## config.mk

```make
export PLATFORM = sky130hd
export DESIGN_NAME = bitsel_latch
export DESIGN_NICKNAME = d
export VERILOG_FILES = /design/src/rtl/bsl_pkg.sv /design/src/rtl/bsl_mode_dec.sv /design/src/rtl/bsl_addr_dec.sv /design/src/rtl/bsl_cell.sv /design/src/rtl/bitsel_latch.sv
export SDC_FILE = /design/constraint.sdc
export NUM_CORES = 1
export LEC_CHECK = 0
export BUFFER_PORTS_ARGS = -buffer_cell sky130_fd_sc_hd__buf_2
export CORE_AREA = 2 2 39 41
export CTS_CLUSTER_DIAMETER = 50
export DETAILED_ROUTE_END_ITERATION = 12
export DIE_AREA = 0 0 41 43
export GPL_TIMING_DRIVEN = 0
export PLACE_DENSITY = 0.69
export SKIP_CTS_REPAIR_TIMING = 1
export SYNTH_ARGS = -nofsm -noshare
export SYNTH_HDL_FRONTEND = slang
export SYNTH_HIERARCHICAL = 1
export SYNTH_SLANG_ARGS = --single-unit
```

## constraint.sdc

```tcl
create_clock -name clk -period 2.4 [get_ports clk]
set_input_delay 0.24 -clock clk [delete_from_list [all_inputs] [get_ports clk]]
set_output_delay 0.24 -clock clk [all_outputs]
set_load 0.05 [all_outputs]
```

## src/rtl/bsl_pkg.sv

```systemverilog
package bsl_pkg;

  typedef enum logic [1:0] {
    MD_WRITE = 2'd0,
    MD_HOLD  = 2'd1,
    MD_DEMUX = 2'd2,
    MD_CLEAR = 2'd3
  } bsl_mode_e;

  // Two-signal control decode.
  function automatic bsl_mode_e pick_mode(input logic wdis, input logic mclr);
    bsl_mode_e m;
    case ({mclr, wdis})
      2'b00:   m = MD_WRITE;
      2'b01:   m = MD_HOLD;
      2'b10:   m = MD_DEMUX;
      default: m = MD_CLEAR;
    endcase
    return m;
  endfunction

  // Next value of one cell given the mode, its address hit, data and content.
  function automatic logic cell_next(input bsl_mode_e m, input logic hit,
                                     input logic d, input logic cur);
    logic n;
    case (m)
      MD_WRITE: n = hit ? d : cur;
      MD_HOLD:  n = cur;
      MD_DEMUX: n = hit ? d : 1'b0;
      default:  n = 1'b0;
    endcase
    return n;
  endfunction

endpackage

```

## src/rtl/bsl_mode_dec.sv

```systemverilog
module bsl_mode_dec
  import bsl_pkg::*;
(
  input  logic      wdis,
  input  logic      mclr,
  output bsl_mode_e mode_now,
  output logic      is_write,
  output logic      is_hold,
  output logic      is_demux,
  output logic      is_clear
);

  always_comb begin
    mode_now = pick_mode(wdis, mclr);
    is_write = (mode_now == MD_WRITE);
    is_hold  = (mode_now == MD_HOLD);
    is_demux = (mode_now == MD_DEMUX);
    is_clear = (mode_now == MD_CLEAR);
  end

endmodule

```

## src/rtl/bsl_addr_dec.sv

```systemverilog
module bsl_addr_dec #(
  parameter int unsigned WIDTH = 8,
  localparam int unsigned AW = (WIDTH > 1) ? $clog2(WIDTH) : 1
) (
  input  logic [AW-1:0]    sel,
  output logic [WIDTH-1:0] hit
);

  for (genvar i = 0; i < WIDTH; i++) begin : g_hit
    assign hit[i] = (sel == AW'(i));
  end

endmodule

```

## src/rtl/bsl_cell.sv

```systemverilog
module bsl_cell
  import bsl_pkg::*;
(
  input  logic      clk,
  input  logic      rst_n,
  input  bsl_mode_e mode_now,
  input  logic      hit,
  input  logic      d,
  output logic      q
);

  logic q_nxt;

  always_comb q_nxt = cell_next(mode_now, hit, d, q);

  always_ff @(posedge clk or negedge rst_n) begin
    if (!rst_n) q <= 1'b0;
    else        q <= q_nxt;
  end

endmodule

```

## src/rtl/bitsel_latch.sv

```systemverilog
module bitsel_latch
  import bsl_pkg::*;
#(
  parameter int unsigned WIDTH = 8,
  localparam int unsigned AW = (WIDTH > 1) ? $clog2(WIDTH) : 1
) (
  input  logic             clk,
  input  logic             rst_n,
  input  logic [AW-1:0]    sel,
  input  logic             din,
  input  logic             wr_dis,
  input  logic             clr,
  output logic [WIDTH-1:0] q,
  output logic [1:0]       mode
);

  bsl_mode_e        mode_now;
  bsl_mode_e        mode_q;
  logic             is_write, is_hold, is_demux, is_clear;
  logic [WIDTH-1:0] hit;

  bsl_mode_dec u_mode (
    .wdis     (wr_dis),
    .mclr     (clr),
    .mode_now (mode_now),
    .is_write (is_write),
    .is_hold  (is_hold),
    .is_demux (is_demux),
    .is_clear (is_clear)
  );

  bsl_addr_dec #(.WIDTH(WIDTH)) u_addr (
    .sel (sel),
    .hit (hit)
  );

  for (genvar i = 0; i < WIDTH; i++) begin : g_cell
    bsl_cell u_cell (
      .clk      (clk),
      .rst_n    (rst_n),
      .mode_now (mode_now),
      .hit      (hit[i]),
      .d        (din),
      .q        (q[i])
    );
  end

  always_ff @(posedge clk or negedge rst_n) begin
    if (!rst_n) mode_q <= MD_HOLD;
    else        mode_q <= mode_now;
  end

  assign mode = mode_q;

  AST_HIT_ONEHOT: assert property (@(posedge clk) disable iff (!rst_n)
    $onehot(hit));
  AST_HOLD_STABLE: assert property (@(posedge clk) disable iff (!rst_n)
    is_hold |=> $stable(q));
  AST_CLEAR_ZERO: assert property (@(posedge clk) disable iff (!rst_n)
    is_clear |=> (q == '0));
  AST_DEMUX_SINGLE: assert property (@(posedge clk) disable iff (!rst_n)
    is_demux |=> $onehot0(q));
  AST_WRITE_ONE_BIT: assert property (@(posedge clk) disable iff (!rst_n)
    is_write |=> ($countones(q ^ $past(q)) <= 1));

endmodule

```

# Word level (Yosys, flattened, before mapping)
# Cells that the tools add are included.
[totals]
ff_bits = 10
out_inout_bits = 10
[op_classes]
eq_ne = 19
n_mux = 25
bitwise_logic = 1
n_reduce_logical = 11
[op_table]
columns = ["op", "count"]
rows = [
  ["case mux 1 bit (3 select lines)", 8],
  ["2-to-1 mux 1 bit", 16],
  ["!= test 2 x 1 -> 1 bit, second input constant", 8],
  ["AND reduction 2 bit", 8],
  ["equality test 3 bit, second input constant", 4],
  ["equality test 3 x 2 -> 1 bit, second input constant", 2],
  ["case mux 2 bit (3 select lines)", 1],
  ["equality test 2 x 1 -> 1 bit, second input constant", 2],
  ["equality test 2 bit, second input constant", 2],
  ["logical NOT 2 bit", 2],
  ["equality test 3 x 1 -> 1 bit, second input constant", 1],
  ["logical NOT 3 bit", 1],
  ["NOT 1 bit", 1],
]

# Logic depth before layout (Yosys ltp)
[logic_depth]
ltp_word = 5
ltp_mapped = 3
mapped_depth_nobuf = 3

# Cells and area by module
# Netlist, hierarchy kept.
[modules_own_cells]
columns = ["module", "instances", "cells_per_inst", "area_each_um2", "seq_area_each_um2"]
rows = [
  ["bsl_cell", 8, 4, 52.6, 25.0],
  ["bsl_addr_dec", 1, 8, 65.1, 0.0],
  ["bitsel_latch", 1, 2, 51.3, 51.3],
  ["bsl_mode_dec", 1, 6, 33.8, 0.0],
]

# Worst setup path after synthesis
# No wires, ideal clock.
[synth_timing]
path_kind = "flip-flop to flip-flop"
start = "reg g_cell[3].u_cell/q (netlist name)"
end = "reg g_cell[3].u_cell.q"
arrival_time_ns = 0.993
t_required_ns = 2.275
slack_ns = 1.281
stages_incl_launch_ff = 3
cell_sequence = "dfrtp_1 -> nor2b_1 -> mux2_4"
[synth_rtl]
columns = ["element", "line_no", "text"]
rows = [
  ["end signal: assignment", "bsl_cell.sv:18", "else q <= q_nxt;"],
  ["end: declaration", "bsl_cell.sv:9", "output logic q"],
]

# Final worst setup path
[layout_timing]
start = "reg mode_q[0] (netlist: mode[0])"
end = "out mode[0]"
[layout_rtl]
columns = ["element", "line_no", "text"]
rows = [
  ["start: declaration", "bitsel_latch.sv:18", "bsl_mode_e mode_q;"],
  ["start signal: assignment", "bitsel_latch.sv:50", "else mode_q <= mode_now;"],
  ["end: declaration", "bitsel_latch.sv:14", "output logic [1:0] mode"],
]
# No word-level cell between the ends.

==> key figures <==
CTS
  – TritonCTS clock tree: yes
  – Clock root buffer: clkbuf_4
  – Clock Path Buffers: 2
  – H-Tree Depth: 1
  – TritonCTS Buffers: 3
  – Clock Pin Slew Worst Setup and Hold Paths: around 0.060 ns
  – # clock sinks: 10
  – Worst skew pair latency: 0.26 ns

Power
  – P per Cell Area: roughly 570 nW/um2
  – Pleak: between 0.3 and 0.4 nW
  – IR Drop Worst-Case VDD: roughly 0.18 mV
  – Pwr Total: slightly below 0.4 mW

Worst hold path
  – Min-Delay Path Class: input pin to flop
  – Hold Crit Depth: 1
  – Hold_sp: wr_dis
  – Worst hold endpoint: mode[0]

Layout
  – Fillers: roughly 130
  – Most frequent cells in the layout: buf_2, dfrtp_1, nor2b_1, nand2b_1, mux2_4
  – Diode count: 0
  – Non-filler cells, final: 80
  – Area of the multi-input gates: 285 um2
  – Design area: 686 um2
  – Nets: 73
  – Finished Core Util: 0.495
  – Area growth syn-to-layout: 26.0%
  – Register area: roughly 250 um2
  – Commonest non-fill, non-tap cell in the layout: buf_2
  – Share of layout cells above drive strength 1: 0.500

Synth
  – Post-Syn Area: approximately 540 um2
  – Ys Warns: 6
  – Mapped Cells: 44
  – Net Count, Synth: 52
  – Synth Area per Inst: 12.4 um2

STA
  – RSZ-0062 raised after global routing: no
  – Max-slew headroom: 0.769
  – Setup WS post-layout: about 1.1 ns
  – Final Max Slew Viols: 0
  – Total Neg Setup Slack: 0 ns
  – Final Cycle Share: 0.528
  – Slew @ Worst Pin: between 0.3 and 0.4 ns
  – Fin. Hold Viols: 0
  – Min Tclk post-route: between 1 and 1.5 ns
  – Worst clock skew: 0 ns
  – Hold_ws: approximately 0.15 ns
  – Fmax: 790 MHz
  – Setup Viol. Count Final: 0

Floorplanning
  – Initial Util: 0.393
  – Die span in x: 41 um
  – Row cnt: 14
  – Height of the chip: ~43 um
  – Core area: roughly 1400 um2
  – Die area: 1760 um2
  – Io pins: 18

Worst setup path
  – Worst Reg2Reg Path Length in Cells: 2
  – Buf/Inv on CP: 1
  – CP max FO: 1
  – Worst reg2reg endpoint: g_cell[1].u_cell/q
  – CP endpoint kind: output port
  – Worst reg2reg setup slack: 1.51 ns
  – Cell family with most CP delay: flip-flops
  – WS Path Type: flop to output port
  – Worst R2R Start: g_cell[1].u_cell/q
  – Largest stage delay on the critical path: 0.52 ns
  – CP cell instances: buf_2
  – Worst Setup Start Kind: flop
  – Critical Path AT: ~1.0 ns
  – WP data required: roughly 2.2 ns
  – Slowest cell on the critical path: dfstp_2

GRT
  – Pin count of the biggest net entering global routing: 11
  – Global route total overflow: 0
  – Initial antenna violation count: 0
  – Number of global-route vias before repair: approximately 340
  – First-pass GRT wire length: between 1 and 1.5 mm
  – GRT Util Overall: 0.123

Status
  – Outcome: complete, no violations

Place
  – Placed insts: between 70 and 80
  – HPWL after DPL: ~640 um
  – Port Buffers: 15
  – Post-DP Area: 639 um2
  – Dpl ws: 1.29 ns
  – Routability cong.: ~0.62

Job
  – Max cap viols: 0

Drt
  – Router iterations before antenna repair: 3
  – Post-DR vias/cell: about 4.6
  – Initial DRC Count: 4
  – Antenna Nets Post-Route: 0
  – Via count: roughly 370
  – Post-DR wirelength/cell: between 10 and 15 um
  – Final routed DRC violation total: 0
  – Total wire length: slightly above 900 um
[layer usage]
layer / wire [um] / part of all wire / GRT usage
met4: 0 / 0 / 0.100
met2: 442 / 0.49 / 0.166
met1: 416 / 0.46 / 0.168
met3: 49 / 0.054 / 0.0157
met5: 0 / 0 / 0
[state kept, by name (all words and copies together) (netlist names)]
| signal | count |
|---|---|
| g_cell.u_cell/q | 8 |
| mode | 2 |
[worst max-delay path by stage]
stage / cells past startpoint / startpoint / to
finish: 1 / mode[0] / mode[0]
global route: 1 / mode[0] / mode[0]
CTS: 1 / mode[0] / mode[0]
detailed placement: 4 / sel[1] / g_cell[4].u_cell/q
global placement: 4 / sel[2] / g_cell[1].u_cell/q
floorplan: 2 / g_cell[3].u_cell/q / g_cell[3].u_cell/q
[cell type report]
type / instances / area share
Timing Repair Buffer: 16 / 0.124
Clock buffer: 4 / 0.0529
Tap cell: 16 / 0.0292
Multi-Input combinational cell: 32 / 0.416
Sequential cell: 10 / 0.367
Buffer: 2 / 0.0109
[report_power, final]
part	switching (mW)	total, mW	internal [mW]
sequential	0.00228	0.178	0.176
clock	0.0555	0.147	0.0920
combinational	0.0433	0.0681	0.0248
No activity file was read; power rests on OpenSTA's default activity.
